<file path="src/rtl/qpi_pkg.sv">
package qpi_pkg;
    typedef enum logic [0:0] {
        WIN_IDLE = 1'b0,
        WIN_OPEN = 1'b1
    } win_state_e;

    typedef enum logic [1:0] {
        ROUTE_DIRECT     = 2'b00,
        ROUTE_SWAP_NIM   = 2'b01,
        ROUTE_NRE_SWAP   = 2'b10,
        ROUTE_NEG_BOTH   = 2'b11
    } route_e;
endpackage

</file>
<file path="src/rtl/qpi_pace.sv">
module qpi_pace #(
    parameter int DIV  = 10,
    parameter int HALF = DIV / 2
) (
    input  logic clk_i,
    input  logic rst_ni,
    output logic conv_clk_o,
    output logic strobe_o
);
    localparam int CW = (DIV > 1) ? $clog2(DIV) : 1;
    localparam logic [CW-1:0] LAST  = CW'(DIV - 1);
    localparam logic [CW-1:0] FALLC = CW'(HALF);

    logic [CW-1:0] cnt_q;
    logic [CW-1:0] cnt_nxt;

    always_comb begin
        cnt_nxt = (cnt_q == LAST) ? '0 : cnt_q + 1'b1;
    end

    always_ff @(posedge clk_i or negedge rst_ni) begin
        if (!rst_ni) begin
            cnt_q      <= LAST;
            conv_clk_o <= 1'b0;
            strobe_o   <= 1'b0;
        end else begin
            cnt_q      <= cnt_nxt;
            conv_clk_o <= (cnt_nxt < FALLC);
            strobe_o   <= (cnt_nxt == FALLC);
        end
    end

    p_cnt_range_r1: assert property (@(posedge clk_i) disable iff (!rst_ni)
        cnt_q <= LAST);

    p_strobe_on_fall_r2: assert property (@(posedge clk_i) disable iff (!rst_ni)
        strobe_o |-> (!conv_clk_o && $past(conv_clk_o)));
endmodule

</file>
<file path="src/rtl/qpi_sync.sv">
module qpi_sync #(
    parameter int W      = 1,
    parameter int STAGES = 2
) (
    input  logic         clk_i,
    input  logic         rst_ni,
    input  logic [W-1:0] d_i,
    output logic [W-1:0] q_o
);
    logic [W-1:0] chain_q [STAGES];

    always_ff @(posedge clk_i or negedge rst_ni) begin
        if (!rst_ni) begin
            for (int k = 0; k < STAGES; k++) chain_q[k] <= '0;
        end else begin
            chain_q[0] <= d_i;
            for (int k = 1; k < STAGES; k++) chain_q[k] <= chain_q[k-1];
        end
    end

    assign q_o = chain_q[STAGES-1];
endmodule

</file>
<file path="src/rtl/qpi_rotate.sv">
module qpi_rotate
    import qpi_pkg::*;
#(
    parameter int SW = 8,
    parameter int AW = 32
) (
    input  logic [SW-1:0]        s0_i,
    input  logic [SW-1:0]        s90_i,
    input  logic [SW-1:0]        s180_i,
    input  logic [SW-1:0]        s270_i,
    input  route_e               route_i,
    output logic signed [AW-1:0] re_o,
    output logic signed [AW-1:0] im_o
);
    function automatic logic signed [AW-1:0] to_signed(input logic [SW-1:0] code);
        logic signed [SW-1:0] t;
        t = {~code[SW-1], code[SW-2:0]};
        return AW'(t);
    endfunction

    logic signed [AW-1:0] u_w;
    logic signed [AW-1:0] v_w;

    always_comb begin
        u_w = to_signed(s0_i)  - to_signed(s180_i);
        v_w = to_signed(s90_i) - to_signed(s270_i);
        unique case (route_i)
            ROUTE_DIRECT:   begin re_o =  u_w; im_o =  v_w; end
            ROUTE_SWAP_NIM: begin re_o =  v_w; im_o = -u_w; end
            ROUTE_NRE_SWAP: begin re_o = -v_w; im_o =  u_w; end
            ROUTE_NEG_BOTH: begin re_o = -v_w; im_o = -u_w; end
            default:        begin re_o = '0;   im_o = '0;   end
        endcase
    end
endmodule

</file>
<file path="src/rtl/qpi_integrator_fe.sv">
module qpi_integrator_fe
    import qpi_pkg::*;
#(
    parameter int SW          = 8,
    parameter int AW          = 32,
    parameter int DIV         = 10,
    parameter int GATE_STAGES = 3,
    parameter int SEL_STAGES  = 2
) (
    input  logic          clk_i,
    input  logic          rst_ni,
    input  logic [SW-1:0] samp0_i,
    input  logic [SW-1:0] samp90_i,
    input  logic [SW-1:0] samp180_i,
    input  logic [SW-1:0] samp270_i,
    input  logic [1:0]    sel_i,
    input  logic          gate_i,
    input  logic          clr_i,
    output logic          conv_clk_o,
    output logic [AW-1:0] re_o,
    output logic [AW-1:0] im_o
);
    localparam int MAXD = (1 << SW) - 1;

    logic       strobe_w;
    logic       gate_s;
    logic [1:0] sel_s;
    route_e     sel_lat_q;
    win_state_e state_q, state_d;
    logic       latch_en, acc_en;
    logic signed [AW-1:0] re_w, im_w;
    logic signed [AW-1:0] acc_re_q, acc_im_q;

    qpi_pace #(.DIV(DIV)) u_pace (
        .clk_i(clk_i), .rst_ni(rst_ni),
        .conv_clk_o(conv_clk_o), .strobe_o(strobe_w)
    );

    qpi_sync #(.W(1), .STAGES(GATE_STAGES)) u_gate_sync (
        .clk_i(clk_i), .rst_ni(rst_ni), .d_i(gate_i), .q_o(gate_s)
    );

    qpi_sync #(.W(2), .STAGES(SEL_STAGES)) u_sel_sync (
        .clk_i(clk_i), .rst_ni(rst_ni), .d_i(sel_i), .q_o(sel_s)
    );

    qpi_rotate #(.SW(SW), .AW(AW)) u_rotate (
        .s0_i(samp0_i), .s90_i(samp90_i), .s180_i(samp180_i), .s270_i(samp270_i),
        .route_i(sel_lat_q), .re_o(re_w), .im_o(im_w)
    );

    // window state register
    always_ff @(posedge clk_i or negedge rst_ni) begin
        if (!rst_ni) state_q <= WIN_IDLE;
        else         state_q <= state_d;
    end

    // next state and outputs of the window machine
    always_comb begin
        state_d  = state_q;
        latch_en = 1'b0;
        acc_en   = 1'b0;
        unique case (state_q)
            WIN_IDLE: begin
                if (gate_s) begin
                    state_d  = WIN_OPEN;
                    latch_en = 1'b1;
                end
            end
            WIN_OPEN: begin
                acc_en = strobe_w;
                if (!gate_s) state_d = WIN_IDLE;
            end
            default: state_d = WIN_IDLE;
        endcase
    end

    always_ff @(posedge clk_i or negedge rst_ni) begin
        if (!rst_ni)       sel_lat_q <= ROUTE_DIRECT;
        else if (latch_en) sel_lat_q <= route_e'(sel_s);
    end

    always_ff @(posedge clk_i or negedge rst_ni) begin
        if (!rst_ni) begin
            acc_re_q <= '0;
            acc_im_q <= '0;
        end else if (clr_i) begin
            acc_re_q <= '0;
            acc_im_q <= '0;
        end else if (acc_en) begin
            acc_re_q <= acc_re_q + re_w;
            acc_im_q <= acc_im_q + im_w;
        end
    end

    assign re_o = acc_re_q;
    assign im_o = acc_im_q;

    p_rot_range_r4: assert property (@(posedge clk_i) disable iff (!rst_ni)
        (re_w <= MAXD) && (re_w >= -MAXD) && (im_w <= MAXD) && (im_w >= -MAXD));

    p_open_on_gate_r6: assert property (@(posedge clk_i) disable iff (!rst_ni)
        (state_q == WIN_IDLE && gate_s) |=> (state_q == WIN_OPEN));

    p_sel_hold_r7: assert property (@(posedge clk_i) disable iff (!rst_ni)
        (state_q == WIN_OPEN && $past(state_q) == WIN_OPEN) |-> $stable(sel_lat_q));

    p_idle_hold_r8: assert property (@(posedge clk_i) disable iff (!rst_ni)
        (state_q == WIN_IDLE && !clr_i) |=> ($stable(acc_re_q) && $stable(acc_im_q)));

    p_clear_r9: assert property (@(posedge clk_i) disable iff (!rst_ni)
        clr_i |=> (acc_re_q == '0 && acc_im_q == '0));
endmodule

</file>
<file path="config.mk">
export PLATFORM = sky130hd
export DESIGN_NAME = qpi_integrator_fe
export DESIGN_NICKNAME = d
export VERILOG_FILES = /design/src/rtl/qpi_pkg.sv /design/src/rtl/qpi_pace.sv /design/src/rtl/qpi_sync.sv /design/src/rtl/qpi_rotate.sv /design/src/rtl/qpi_integrator_fe.sv
export SDC_FILE = /design/constraint.sdc
export NUM_CORES = 1
export LEC_CHECK = 0
export ABC_AREA = 1
export BUFFER_PORTS_ARGS = -buffer_cell sky130_fd_sc_hd__buf_4
export CAP_MARGIN = 0
export CORE_ASPECT_RATIO = 0.5
export CORE_MARGIN = 2
export CORE_UTILIZATION = 40
export DETAILED_ROUTE_END_ITERATION = 16
export GPL_TIMING_DRIVEN = 0
export PLACE_DENSITY = 0.62
export SYNTH_ARGS = -nofsm -noshare
export SYNTH_HDL_FRONTEND = slang
export SYNTH_SLANG_ARGS = --single-unit
</file>
<file path="constraint.sdc">
create_clock -name clk_i -period 7.2 [get_ports clk_i]
set_clock_uncertainty 0.2 [all_clocks]
set_input_delay 0.72 -clock clk_i [delete_from_list [all_inputs] [get_ports clk_i]]
set_output_delay 0.72 -clock clk_i [all_outputs]
set_load 0.05 [all_outputs]
</file>
* After elaboration in Yosys (flattened, before gate mapping)
Cells that the tools add are included.
** Storage, ports and cells
- Register bits :: 80
- Bits in latches :: 0
- RAM bits :: 0
- ROM bits :: 0
- Bits of input ports :: 38
- Output and inout port bits :: 65
- Logic and storage cells :: 43
- Memories kept :: 0
** Operators by class
- Add/subtract/negate cells :: 7
- Multiply operators :: 0
- Divide/modulo/power cells :: 0
- Order comparisons :: 1
- Equal/unequal tests :: 5
- Shifts and indexed selects :: 0
- Muxes and demuxes :: 10
- Bitwise operators :: 4
- Reductions and logical operators :: 4
** Operators by type and width (number)
- 32-bit one-hot mux with 3 select lines :: 2
- 32-bit two-way mux :: 4
- 32-bit adder :: 2
- 32-bit negation :: 2
- 8-bit by 8-bit subtractor with 9-bit output :: 2
- 4-bit by 1-bit adder with 4-bit output (second input constant) :: 1
- 2-bit == test (second input constant) :: 2
- 4-bit by 3-bit == test with 1-bit output (second input constant) :: 1
- 4-bit == test (second input constant) :: 1
- 4-bit by 3-bit less-than comparator with 1-bit output (second input constant) :: 1
- 4-bit two-way mux :: 1
- 1-bit NOT :: 4
- 2-bit OR reduction :: 2
- 1-bit two-way mux :: 3
- 2-bit by 1-bit == test with 1-bit output (second input constant) :: 1
- 2-bit zero test :: 1
- 2-bit nonzero test :: 1

* Longest topological paths before layout
- Depth in word-level cells :: 7
- Mapped depth :: 31
- Gate-level depth less buffers :: 30

* Hierarchy
A second synthesis with hierarchy kept.
** Second synthesis, totals
- Cell total of the unflattened synthesis :: 1731
- Area total of the unflattened synthesis :: 10098.4 um2
** By module, submodules not included
- qpi_integrator_fe :: instances 1, cells each 1262, area an instance 7184.4 um2, seq. area each 1676.6 um2
- qpi_rotate :: instances 1, cells each 435, area an instance 2488.6 um2, seq. area each 0.0 um2
- qpi_pace :: instances 1, cells each 25, area an instance 235.2 um2, seq. area each 152.6 um2
- qpi_sync (u_sel_sync) :: instances 1, cells each 6, area an instance 115.1 um2, seq. area each 100.1 um2
- qpi_sync (u_gate_sync) :: instances 1, cells each 3, area an instance 75.1 um2, seq. area each 75.1 um2

* Worst setup path before layout
No wires, ideal clock.
- Kind :: input-to-reg
- From :: input samp90_i[0]
- To :: register acc_re_q[23] (netlist: re_o[23])
- Library setup time :: 0.123 ns
- Arrival time :: 4.005 ns
- Required time :: 6.877 ns
- Setup slack :: 2.872 ns
- Stages :: 27
- Path through :: inv_1 > ha_1 > inv_1 > fa_1 > inv_1 > ha_1 > inv_1 > nor2_1 > nand3_1 > nor2_4 > nand4_1 > ha_1 > nor2_1 > o21ai_0 > inv_1 > ha_1 > nand2_1 > nor2_1 > inv_1 > nor3_1 > nand2_1 > nand2_1 > inv_1 > o21bai_1 > nand2_1 > nand2_1 > o21ai_1
** Between the ends
- Word-level cells in the longest chain between the ends :: 6
** RTL lines
- from (decl) :: line qpi_integrator_fe.sv:13 : input logic [SW-1:0] samp90_i,
- 8-bit by 8-bit subtractor with 9-bit output * :: line qpi_rotate.sv:26 : v_w = to_signed(s90_i) - to_signed(s270_i);
- 32-bit negation :: line qpi_rotate.sv:30, qpi_rotate.sv:31
- 32-bit one-hot mux with 3 select lines * :: line qpi_rotate.sv:27 : unique case (route_i)
- 32-bit adder * :: line qpi_integrator_fe.sv:91 : acc_re_q <= acc_re_q + re_w;
- 32-bit two-way mux * :: line qpi_integrator_fe.sv:90 : end else if (acc_en) begin
- 32-bit two-way mux * :: line qpi_integrator_fe.sv:87 : end else if (clr_i) begin
- to (signal assigned) :: line qpi_integrator_fe.sv:91
- to (decl) :: line qpi_integrator_fe.sv:32 : logic signed [AW-1:0] acc_re_q, acc_im_q;
Mark *: on every way between the ends. The rest lies on a longest branch, timed or not. The select of a mux whose other input is x is not followed.
A chain may end at the register's enable or synchronous reset.

* Worst setup path after layout
- From :: input samp90_i[0]
- To :: register acc_re_q[25] (netlist: re_o[25])
The elaborated chain is that of the path after synthesis.

==> qor.csv <==
stage;metric;value;unit
run_status;outcome;complete, no violations;
timing;Setup-failing EPs final;0;
worst_setup_path;CP Max Fanout;6;
logic_synthesis;async set or reset register ratio after synthesis;1.00;
worst_setup_path;startpoint type of the worst setup path;input pin;
timing;measured slew at the worst slew-check pin;1.11;ns
clock_network;deepest clock path buffer count;2;
power_and_ir_drop;Leak Pwr;5.43;nW
logic_synthesis;combinational family with the most area after synthesis;simple AND/OR/NAND/NOR gates;
worst_setup_path;nature of the critical path endpoint;register;
job;max-cap check violation count;0;
timing;RSZ-0062 raised after global routing;false;
logic_synthesis;post-synthesis sequential area ratio;0.227;
worst_setup_path;required time at the worst-slack endpoint;7.26;ns
finish;Reg area;0.00200;sq mm
placed_design;count of buffers from port buffering;102;
finish;multi-input gate area in the final layout;0.00610;sq mm
placed_design;Final GP Congestion;0.929;
clock_network;Hold Buf Count CTS;0;
min_path;worst hold path stage count;0;
logic_synthesis;number of enable-type register cells in the synthesized netlist;0;
placed_design;estimated wirelength of the detail-placed design;23700;um
timing;total negative setup slack;0;ns
route;routed wire length;29100;um
die;placeable core region;0.0217;sq mm
worst_setup_path;worst path arrival time;4.87;ns
global_routing;largest net degree at the start of global routing;81;
clock_network;TritonCTS clock tree;yes;
die;Starting Density;0.407;
worst_setup_path;delay of the slowest cell on the worst path;0.39;ns
die;I/O Pins;103;
worst_setup_path;Largest delay share family, worst path;simple AND/OR/NAND/NOR gates;
logic_synthesis;post-synthesis sequential element count;80;
route;Post-route DRC;0;
clock_network;clock tree root driver cell;sky130_fd_sc_hd__clkbuf_16;
timing;Achievable Freq;208;MHz
power_and_ir_drop;Power per Cell Area;178;mW/mm^2
clock_network;buffers inserted by post-CTS timing repair;0;
timing;normalized max-slew margin;0.262;
logic_synthesis;Mapped Avg Cell Area;6.34;sq um
route;total via count after detailed routing;9557;
timing;setup ws final;2.39;ns
power_and_ir_drop;Max IR drop VDD;0.113;mV
clock_network;number of buffers created by CTS;9;
placed_design;minimum setup slack after placement;2.05;ns
logic_synthesis;XOR/XNOR Fraction of Synth Area;0.0156;
route;average detailed-routed wire length per instance;16.1;um
timing;Min Clock Period, post-route;4.81;ns
die;area of the die;0.0234;sq mm
finish;n_diodes;0;
timing;Fin. Hold Viols;0;
worst_setup_path;WP buf/inv;4;
finish;Nets;1649;
logic_synthesis;Synth Area in Compound Gates;0.176;
worst_setup_path;CP max stage cell;sky130_fd_sc_hd__ha_1;
logic_synthesis;leading register cell type out of synthesis;sky130_fd_sc_hd__dfrtp_1;
logic_synthesis;adder-cell share of the synthesized area;0.151;
die;Site Rows;38;
clock_network;clock-pin transition on the worst setup and hold timing paths;0.07;ns
timing;max-slew violation count;0;
global_routing;leftover overflow at the end of global routing;0;
clock_network;H-tree levels;3;
finish;fraction of layout instances using a drive strength above 1;0.111;
logic_synthesis;number of warnings printed during yosys synthesis;0;
clock_network;clock latency at the later pin of the worst-skew pair;0.38;ns
die;Die Ht;109;um
worst_setup_path;logic depth of the worst register-to-register path;17;
route;post-detailed-route via-to-cell ratio;5.27;
route;DRT antenna net count;0;
logic_synthesis;multiplexer fraction of the synthesized cell area;0;
logic_synthesis;netlist area before placement;0.00883;sq mm
clock_network;clock tree sinks;80;
global_routing;All-Layer GR Usage;0.254;
finish;area added between synthesis and finish;16.4;%
worst_setup_path;Crit. path cell count;26;
logic_synthesis;number of instances in the synthesized netlist;1394;
clock_network;Resized cells post-CTS;0;
timing;post-route clock period utilization;0.667;
global_routing;vias in the first global route;9037;
logic_synthesis;Unique masters post-synth;50;
route;DR iter-0 viols;730;
worst_setup_path;Worst Setup Path Type;input pin to register;
route;detailed-router iteration count before antenna repair;5;
worst_setup_path;most frequent cell on the critical path;sky130_fd_sc_hd__nand2_1;
min_path;HP Class;register to register;
global_routing;initial antenna violation count;0;
logic_synthesis;synthesized netlist net count;1536;
finish;number of fill cells in the layout;2318;
timing;worst slack on hold paths;0.156;ns
logic_synthesis;Synth Area in Simple Gates;0.349;
die;die extent in x;214;um
global_routing;global-route wire length before repair;46300;um
[cell usage in the layout, fill, tap and decap left out, types with 5 or more instances in the layout]
| master | synthesis | routed |
|---|---|---|
| sky130_fd_sc_hd__a21o_1 | 7 | 7 |
| sky130_fd_sc_hd__a21oi_1 | 127 | 127 |
| sky130_fd_sc_hd__buf_2 | 5 | 5 |
| sky130_fd_sc_hd__buf_4 | 1 | 103 |
| sky130_fd_sc_hd__clkbuf_1 | 16 | 16 |
| sky130_fd_sc_hd__clkbuf_16 | 0 | 9 |
| sky130_fd_sc_hd__dfrtp_1 | 78 | 78 |
| sky130_fd_sc_hd__ha_1 | 100 | 100 |
| sky130_fd_sc_hd__inv_1 | 156 | 156 |
| sky130_fd_sc_hd__inv_2 | 5 | 5 |
| sky130_fd_sc_hd__nand2_1 | 403 | 403 |
| sky130_fd_sc_hd__nand2_2 | 5 | 5 |
| sky130_fd_sc_hd__nand3_1 | 72 | 72 |
| sky130_fd_sc_hd__nand4_1 | 24 | 24 |
| sky130_fd_sc_hd__nor2_1 | 162 | 162 |
| sky130_fd_sc_hd__nor3_1 | 25 | 25 |
| sky130_fd_sc_hd__o21a_1 | 7 | 7 |
| sky130_fd_sc_hd__o21ai_0 | 93 | 93 |
| sky130_fd_sc_hd__o21ai_1 | 16 | 16 |
| sky130_fd_sc_hd__o21bai_1 | 10 | 10 |
| sky130_fd_sc_hd__o22ai_1 | 5 | 5 |
| sky130_fd_sc_hd__or2_2 | 7 | 7 |
| sky130_fd_sc_hd__xor2_1 | 7 | 7 |
[worst register-to-register path, cell delays in order, from the launching register on]
cell                      delay (ns)
sky130_fd_sc_hd__dfrtp_1        0.50
sky130_fd_sc_hd__nor2_2         0.36
sky130_fd_sc_hd__inv_2          0.20
sky130_fd_sc_hd__nor2_4         0.29
sky130_fd_sc_hd__inv_2          0.10
sky130_fd_sc_hd__buf_2          0.19
sky130_fd_sc_hd__o21ai_1        0.09
sky130_fd_sc_hd__inv_1          0.11
sky130_fd_sc_hd__ha_1           0.39
sky130_fd_sc_hd__nand4_1        0.26
sky130_fd_sc_hd__nor3_1         0.29
sky130_fd_sc_hd__nand4_1        0.13
sky130_fd_sc_hd__nand3_1        0.23
sky130_fd_sc_hd__nand2_1        0.10
sky130_fd_sc_hd__nand2_1        0.07
sky130_fd_sc_hd__nand2_1        0.05
sky130_fd_sc_hd__nand3_1        0.06
sky130_fd_sc_hd__nand2_1        0.07
[stage by stage]
stage	cells	utilization	cell area [sq um]	power [mW]
after global placement	1796	0.460	9980	1.31
after CTS	1812	0.474	10300	1.84
after detailed placement	1796	0.460	9980	1.32
final	1812	0.474	10300	1.83
after global routing	1812	0.474	10300	1.97
after floorplan	1394	-	8830	1.10
[per-layer routing]
layer	vias up	part of all wire	routed length (um)	global-route usage
met4	0	0.019	544	0.0714
li1	4858	-	-	-
met3	35	0.060	1740	0.0427
met2	282	0.46	13300	0.441
met1	4382	0.47	13600	0.329
met5	-	0	0	0
[flip-flops by register name, indices dropped and copies added, names as in the netlist]
name / flops
im_o: 32
re_o: 32
sel_lat_q: 2
state_q: 1
u_gate_sync.chain_q: 2
u_gate_sync.q_o: 1
u_pace.cnt_q: 4
u_pace.conv_clk_o: 1
u_pace.strobe_o: 1
u_sel_sync.chain_q: 2
u_sel_sync.q_o: 2
[layout make-up]
type                       instances  area share
clock buffer                       9      0.0219
tap                              300      0.0365
buffer                            24      0.0114
sequential                        80       0.195
clock inverter                     7     0.00827
multi-input combinational       1127       0.593
inverter                         163      0.0595
timing repair buffer             102      0.0744
[cell usage after synthesis, types with 3 or more instances]
cell	number	share of area
sky130_fd_sc_hd__o21ai_0	93	0.053
sky130_fd_sc_hd__a21oi_1	127	0.072
sky130_fd_sc_hd__nor4_1	4	0.0028
sky130_fd_sc_hd__a21boi_0	3	0.0025
sky130_fd_sc_hd__ha_1	100	0.14
sky130_fd_sc_hd__nor3_1	25	0.014
sky130_fd_sc_hd__o21ai_1	16	0.0091
sky130_fd_sc_hd__o21bai_1	10	0.0085
sky130_fd_sc_hd__and2_4	3	0.0030
sky130_fd_sc_hd__inv_1	156	0.066
sky130_fd_sc_hd__dfrtp_1	78	0.22
sky130_fd_sc_hd__nor2_1	162	0.069
sky130_fd_sc_hd__nor2_4	4	0.0051
sky130_fd_sc_hd__or2_1	3	0.0021
sky130_fd_sc_hd__clkbuf_1	16	0.0068
sky130_fd_sc_hd__nand3_1	72	0.041
sky130_fd_sc_hd__nand4_1	24	0.017
sky130_fd_sc_hd__buf_2	5	0.0028
sky130_fd_sc_hd__nand2_2	5	0.0035
sky130_fd_sc_hd__or2_2	7	0.0050
sky130_fd_sc_hd__nand2_4	3	0.0038
sky130_fd_sc_hd__a21o_1	7	0.0059
sky130_fd_sc_hd__o21a_1	7	0.0059
sky130_fd_sc_hd__fa_1	4	0.0091
sky130_fd_sc_hd__nand2_1	403	0.17
sky130_fd_sc_hd__nand3_2	3	0.0034
sky130_fd_sc_hd__inv_2	5	0.0021
sky130_fd_sc_hd__a31oi_1	4	0.0028
sky130_fd_sc_hd__o22ai_1	5	0.0035
sky130_fd_sc_hd__nand3b_1	4	0.0034
sky130_fd_sc_hd__xor2_1	7	0.0069
[kinds of logic (layout without fill, tap and decap cells)]
| family | Yosys count | count (layout) |
|---|---|---|
| xor gates and xnor gates | 11 | 11 |
| buffers and inverters | 187 | 305 |
| adders and majority gates | 104 | 104 |
| AOI/OAI and AO/OA | 285 | 285 |
| and+or+nand+nor | 727 | 727 |
| DFF | 80 | 80 |
[worst paths after layout]
kind	startpoint	end	slack (ns)
worst min-delay path	u_sel_sync.chain_q[3]$_DFF_PN0_	u_sel_sync.q_o[1]$_DFF_PN0_	0.16
max in group asynchronous	rst_ni	u_gate_sync.chain_q[1]$_DFF_PN0_	5.74
worst max-delay path	samp90_i[0]	re_o[25]$_DFFE_PN0P_	2.39
min in group asynchronous	rst_ni	re_o[20]$_DFFE_PN0P_	0.33
worst min register to register	u_sel_sync.chain_q[3]$_DFF_PN0_	u_sel_sync.q_o[1]$_DFF_PN0_	0.16
worst max register to register	sel_lat_q[1]$_DFFE_PN0P_	re_o[25]$_DFFE_PN0P_	3.39
[power breakdown]
group	leakage (nW)	switching, mW	total (mW)	internal, mW
clock network	0.153	0.230	0.506	0.276
registers	1.08	0.00961	0.468	0.459
logic	4.20	0.591	0.860	0.270
total	5.43	0.830	1.83	1.00
Power figures use the tool's default switching activity.
